[config.mk]
export PLATFORM = sky130hd
export DESIGN_NAME = loop_housekeeper
export DESIGN_NICKNAME = d
export VERILOG_FILES = /design/src/rtl/loop_housekeeper.sv
export SDC_FILE = /design/constraint.sdc
export NUM_CORES = 2
export LEC_CHECK = 0
export BUFFER_PORTS_ARGS = -buffer_cell sky130_fd_sc_hd__buf_2
export CAP_MARGIN = 25
export CORE_MARGIN = 10
export CORE_UTILIZATION = 50
export DETAILED_ROUTE_END_ITERATION = 8
export PLACE_DENSITY = 0.74
export SYNTH_ARGS = -nofsm -noshare
export SYNTH_HDL_FRONTEND = slang
export SYNTH_SLANG_ARGS = --single-unit
[constraint.sdc]
create_clock -name clk -period 5.9 [get_ports clk]
set_input_delay 0.59 -clock clk [delete_from_list [all_inputs] [get_ports clk]]
set_output_delay 0.59 -clock clk [all_outputs]
set_load 0.05 [all_outputs]
[src/rtl/loop_housekeeper.sv]
module loop_housekeeper #(
  parameter int W      = 32,
  parameter int NVAL   = 4,
  parameter int NCLU   = 2,
  parameter int SEED_N = 3,
  parameter int NPRED  = 4,
  parameter int RING_N = 32,
  parameter int EW     = 8
) (
  input  logic                 clk,
  input  logic                 rst_n,
  input  logic                 start,
  input  logic                 adv,
  input  logic                 cfg_we,
  input  logic [7:0]           cfg_addr,
  input  logic [W-1:0]         cfg_wdata,
  output logic [NVAL*W-1:0]    val_o,
  output logic [NCLU*EW-1:0]   pos_o,
  output logic [NPRED-1:0]     pred_o
);
  localparam int NINC = NCLU + 1;
  localparam int SW   = $clog2(NINC);
  localparam int RPW  = $clog2(RING_N);
  localparam int CW   = $clog2(SEED_N + 1);

  logic [W-1:0]     seed [NVAL][SEED_N];
  logic [W-1:0]     inc  [NVAL][NINC];
  logic [W-1:0]     cur  [NVAL];
  logic [NPRED-1:0] ring [RING_N];
  logic [EW-1:0]    ext  [NCLU];
  logic [EW-1:0]    pos  [NCLU];
  logic [EW-1:0]    pos_n[NCLU];
  logic [RPW:0]     rlen;
  logic [RPW-1:0]   rptr;
  logic [CW-1:0]    cnt;
  logic [NCLU-1:0]  edge_hit, carry;
  logic [SW-1:0]    sel;

  wire       wr_val  = cfg_we && cfg_addr[7];
  wire       wr_ring = cfg_we && (cfg_addr[7:6] == 2'b00);
  wire       wr_ctl  = cfg_we && (cfg_addr[7:6] == 2'b01);
  wire [3:0] wv      = cfg_addr[6:3];

  always_ff @(posedge clk) begin
    if (!rst_n) begin
      for (int v = 0; v < NVAL; v++) begin
        for (int s = 0; s < SEED_N; s++) seed[v][s] <= '0;
        for (int j = 0; j < NINC; j++) inc[v][j] <= '0;
      end
      for (int r = 0; r < RING_N; r++) ring[r] <= '0;
      for (int a = 0; a < NCLU; a++) ext[a] <= '0;
      rlen <= '0;
    end else begin
      for (int v = 0; v < NVAL; v++) begin
        for (int s = 0; s < SEED_N; s++)
          if (wr_val && wv == 4'(v) && !cfg_addr[2] && cfg_addr[1:0] == 2'(s))
            seed[v][s] <= cfg_wdata;
        for (int j = 0; j < NINC; j++)
          if (wr_val && wv == 4'(v) && cfg_addr[2] && cfg_addr[1:0] == 2'(j))
            inc[v][j] <= cfg_wdata;
      end
      for (int r = 0; r < RING_N; r++)
        if (wr_ring && cfg_addr[5:0] == 6'(r)) ring[r] <= cfg_wdata[NPRED-1:0];
      if (wr_ctl && cfg_addr[5:0] == 6'd0) rlen <= cfg_wdata[RPW:0];
      for (int a = 0; a < NCLU; a++)
        if (wr_ctl && cfg_addr[5:0] == 6'(a + 1)) ext[a] <= cfg_wdata[EW-1:0];
    end
  end

  for (genvar a = 0; a < NCLU; a++) begin : g_axis
    assign edge_hit[a] = (pos[a] == ext[a] - EW'(1));
    if (a == 0) begin : g_first
      assign carry[a] = edge_hit[a];
      assign pos_n[a] = edge_hit[a] ? '0 : pos[a] + EW'(1);
    end else begin : g_next
      assign carry[a] = carry[a-1] & edge_hit[a];
      assign pos_n[a] = !carry[a-1] ? pos[a] : (edge_hit[a] ? '0 : pos[a] + EW'(1));
    end
    assign pos_o[a*EW +: EW] = pos[a];
  end

  always_comb begin
    sel = '0;
    for (int a = 0; a < NCLU; a++)
      if (carry[a]) sel = SW'(a + 1);
  end

  wire [CW-1:0] nidx    = cnt + CW'(1);
  wire          in_seed = (nidx < CW'(SEED_N));

  always_ff @(posedge clk) begin
    if (!rst_n) begin
      for (int v = 0; v < NVAL; v++) cur[v] <= '0;
      for (int a = 0; a < NCLU; a++) pos[a] <= '0;
      rptr <= '0;
      cnt  <= '0;
    end else if (start) begin
      for (int v = 0; v < NVAL; v++) cur[v] <= seed[v][0];
      for (int a = 0; a < NCLU; a++) pos[a] <= '0;
      rptr <= '0;
      cnt  <= '0;
    end else if (adv) begin
      for (int v = 0; v < NVAL; v++)
        cur[v] <= in_seed ? seed[v][nidx] : cur[v] + inc[v][sel];
      for (int a = 0; a < NCLU; a++) pos[a] <= pos_n[a];
      rptr <= ({1'b0, rptr} == rlen - 1'b1) ? '0 : rptr + RPW'(1);
      if (in_seed) cnt <= nidx;
    end
  end

  for (genvar v = 0; v < NVAL; v++) begin : g_val
    assign val_o[v*W +: W] = cur[v];
  end

  assign pred_o = ring[rptr];
endmodule


# Word-level counts from Yosys, hierarchy flattened
# Memories as Yosys holds them, arrays and structs flattened. A register that Yosys moved wholly into a read port is not among the register bits.
# Index checks and enable logic that the tools add are counted.
# word_totals
elab_cells	506
mem_bits_rw	1056
mem_count	6
reg_bits	13
out_inout_bits	148
input_bits	45
# op_classes
addsub	11
n_reduce_logical	81
muxes	288
order_cmp	3
n_eq_ne	40
bitwise_logic	74
# memory_table
name	depth	word_bits	read_ports	rd_ports_with_merged_regs	wr	line_no	text
inc	4	96	4	0	4	27	logic [W-1:0] inc [NVAL][NINC];
seed	4	96	4	0	4	26	logic [W-1:0] seed [NVAL][SEED_N];
cur	4	32	4	0	4	28	logic [W-1:0] cur [NVAL];
ring	32	4	1	1	32	29	logic [NPRED-1:0] ring [RING_N];
ext	2	8	2	0	2	30	logic [EW-1:0] ext [NCLU];
pos	2	8	2	0	2	31	logic [EW-1:0] pos [NCLU];
# op_table
op	count
two-way mux 32 bit	52
binary-select mux 32 bit (select 2 bit)	8
two-way mux 1 bit	183
adder 32 bit	4
two-way mux 4 bit	32
equality test 6 x 5 -> 1 bit (second input constant)	16
logical AND 1 bit	74
two-way mux 8 bit	9
OR 1 bit	70
equality test 6 x 4 -> 1 bit (second input constant)	8
equality test 6 x 3 -> 1 bit (second input constant)	4
adder 8 x 1 -> 8 bit (second input constant)	2
equality test 8 bit	2
subtractor 8 x 1 -> 8 bit (second input constant)	2
two-way mux 5 bit	3
equality test 6 x 2 -> 1 bit (second input constant)	2
equality test 4 x 2 -> 1 bit (second input constant)	2
equality test 5 x 6 -> 1 bit	1
equality test 6 x 1 -> 1 bit (second input constant)	1
greater-or-equal comparator 3 bit (second input constant)	2
zero test 6 bit	1
inverter 2 -> 3 bit	2
subtractor 6 x 1 -> 6 bit (second input constant)	1
adder 5 x 1 -> 5 bit (second input constant)	1
13 further kinds	15

# Longest topological paths before layout
# An unclocked memory read counts as a cell.
# depth
word_depth	12
mapped_depth	24
depth_no_buf	20

# Worst setup path after synthesis
# OpenSTA, ideal clock, no wires.
# synth_timing
kind	register to register
startpoint	mem pos[0][7]
endpoint	mem cur[2][29], data pin
arrival_ps	5050
stages_incl_launch_ff	22
slack_ps	575
setup_time_ps	275
required_ps	5625
path_cell_list	edfxtp_1 -> xor2_1 -> xnor2_1 -> a32o_1 -> a221o_1 -> nand3_1 -> clkbuf_1 -> buf_2 -> clkbuf_1 -> buf_2 -> nand2_1 -> o21ai_0 -> ha_1 -> a211oi_1 -> o21ai_0 -> a2111oi_0 -> o31ai_1 -> a21oi_1 -> o31ai_1 -> a221oi_1 -> xor2_1 -> o221ai_1
# synth_lines
item	line_no
start: declaration	31
end: declaration	28

==> results.cfg <==
[run_status]
outcome = complete, no violations

[placed_design]
port_buffers = 192
post-dp-hpwl_mm = 96.2
dpl.cell_count = 5495
placement.setup.worst_slack_ns = -0.0779
gp_congestion = 0.943

[yosys]
ys_dominant_reg_cell = edfxtp_1
ys_ff_latch = 1074
netlist_area_sq_um = 51700
netlist_instances = 4095
ys_top_cells_by_count = 1056 x edfxtp_1, 427 x and2_1, 333 x nand2_1, 320 x nor2_1, 252 x a21oi_1
synth_area_leader_cell = edfxtp_1
synth_area_leaders = edfxtp_1 61%, and2_1 5.2%, mux2i_1 4.0%
ys_warn_count = 0
synthArstFlopShare = 0
synth_top_area_share = 0.613
syn_nets = 4282
avgSynthCellArea_sq_um = 12.6
synth.distinct_cells = 67
yosysMostFrequentCell = edfxtp_1
synth-edff-count = 1056
ys_seq_area_frac = 0.620

[cells_and_area]
area_delta_synth_final_pct = 12.2
drive_above_1_share = 0.137
final_cell_count_no_fill = 5705
nets = 4431

[sta]
slew_headroom = 0.297
fin_crit_sh = 0.974
fmax_mhz = 174
finalHoldViolCount = 0
worstMarginPinSlew_ns = 1.05
fin_crit_ns = 5.74
setup_viol = 0
finalMaxSlewViolations = 0
fin_worst_skew_ns = 0.0256
tns_ns = 0
fin_ws_ns = 0.156

[route]
drc_errors = 0
viasPerCell = 6.10
ant_nets = 0
routedWlPerCell_um = 25.8
first_pass_iters = 6
vias = 34800
routed_wl_mm = 147
drt_iter0_drc = 3908

[global_route]
antenna_found_initial = 5
grt_usage = 0.243
grt_first_pass_wirelength_mm = 216
grt_pass1_vias = 34400
gr-total-overflow = 0
grt_max_degree = 116

[pwr]
leakage_uw = 0.0227
powerDensity_nw_per_um2 = 316
irDropWorstVdd_uv = 271

[worst_setup_path]
path_cells = or4_4, o21ai_1, nand4b_1, a2111o_1, or2_4, buf_6, mux2i_1, o21ai_0, ha_1, nor2b_1, o21ai_0, a21boi_0, o21ai_0, a21boi_0, o41ai_1, o21bai_1, xnor2_1, o221ai_1
crit_buf_inv = 1
critPathKind = reg2reg
path_max_fanout = 24
cpMostUsedCell = o21ai_0
start_kind = register
slowest_delay_ns = 0.86
endpoint_kind = register
arrival_ns = 6.15
cp_slowest_cell = o41ai_1
required_ns = 6.31
path_delay_family = compound AO/OA/AOI/OAI gates

[clocking]
cts_root_buffer = clkbuf_16
numCtsBuffers = 109
clock_path_buffers = 3
clkSlewWorstSetupHoldPaths_ns = 0.06
tritoncts = yes
holdBufCountCts = 0
clkSinkCount = 1074
htreeDepth = 3
clock_latency_ns = 0.70

[die]
std_cell_rows = 117
die-area_sq_um = 117000
ios = 193
floorplan.core_area_sq_um = 102000
die_h_um = 342
die_w_um = 342
initial_core_util = 0.506

[min_path]
hold_path_class = in2reg

[flow_run]
cap_violations = 0
-- state kept, by name, indices dropped and copies added, names as in the netlist, named ones only --
name  count
rptr      5
seed    384
pos      16
rlen      6
inc     384
ext      16
cur     128
ring    128
cnt       2
-- stage by stage --
step,hold slack (ns),total power [uW],util,instance area [sq um]
final,0.325,18400,0.568,58000
after detailed placement,0.536,11600,0.532,54300
after CTS,0.299,18300,0.566,57800
after global routing,0.304,18900,0.568,58000
after floorplan,0.482,10800,-,51700
after global placement,0.517,11600,0.531,54300
-- layer usage --
metal	vias up	wire length, um	part of all wire	GRT usage
li1	15500	-	-	-
met1	17300	56500	0.38	0.310
met2	1676	71700	0.49	0.406
met3	302	12800	0.087	0.0483
met4	2	5910	0.040	0.0956
met5	-	20	0.00014	0
-- power breakdown --
part	internal (uW)	switching (uW)
Combinational	814	1680
Clock	3870	2930
Sequential	8820	232
-- worst min-delay path, cell delays in order --
cell and delay [ns]:
buf_2 0.17, mux2i_1 0.14, nor2b_1 0.05
-- cells in the final DEF (no fill, tap or decap), types with 51 or more instances in the layout --
cell type  instances
edfxtp_1        1056
o21ai_0          220
a22o_1            51
xor2_1            75
mux2i_1          208
and2_1           426
buf_2            192
buf_4             78
clkbuf_16        113
a21oi_1          250
xnor2_1           75
nand3_1           52
mux2_2            56
a21o_1            57
ha_1             137
nand2_1          332
a221oi_1          55
nor2_1           315
-- logic make-up (layout without fill, tap and decap cells) --
kind of cell | after synthesis | count (layout) | share of synthesized area
XOR/XNOR | 150 | 150 | 0.0254
other | 0 | 4 | 0
buffers and inverters | 297 | 533 | 0.0224
flip-flops | 1074 | 1074 | 0.620
multiplexers | 304 | 304 | 0.0699
AO/OA/AOI/OAI | 857 | 857 | 0.106
AND/OR/NAND/NOR | 1271 | 1273 | 0.121
adder cells (fa/ha/maj) | 142 | 142 | 0.0350
-- layout make-up --
type	count	area (sq um)
Antenna cell	4	10.0
Clock buffer	140	2960
Clock inverter	60	515
Fill cell	8258	44200
Inverter	52	195
Multi-Input combinational cell	2726	18800
Sequential cell	1074	32100
Tap cell	1368	1710
Timing Repair Buffer	281	1750
-- worst paths after layout --
check,startpoint,to,depth (start not counted),slack (ns)
hold / removal,cfg_wdata[3],rlen[3]$_SDFFE_PN0P_,3,0.32
setup reg to reg,ext[0][10]$_DFFE_PP_,cur[1][16]$_SDFFCE_PP0P_,18,0.16
setup / recovery,ext[0][10]$_DFFE_PP_,cur[1][16]$_SDFFCE_PP0P_,18,0.16
hold reg to reg,seed[3][68]$_SDFFCE_PN0P_,cur[3][4]$_DFFE_PP_,2,0.55
-- what timing repair did --
action                     4_1_cts  5_1_grt
gates resized for setup          1       30
gates cloned                     0        2
setup endpoints to repair        1       31
buffers inserted                 0        0
Power figures use the tool's default switching activity.
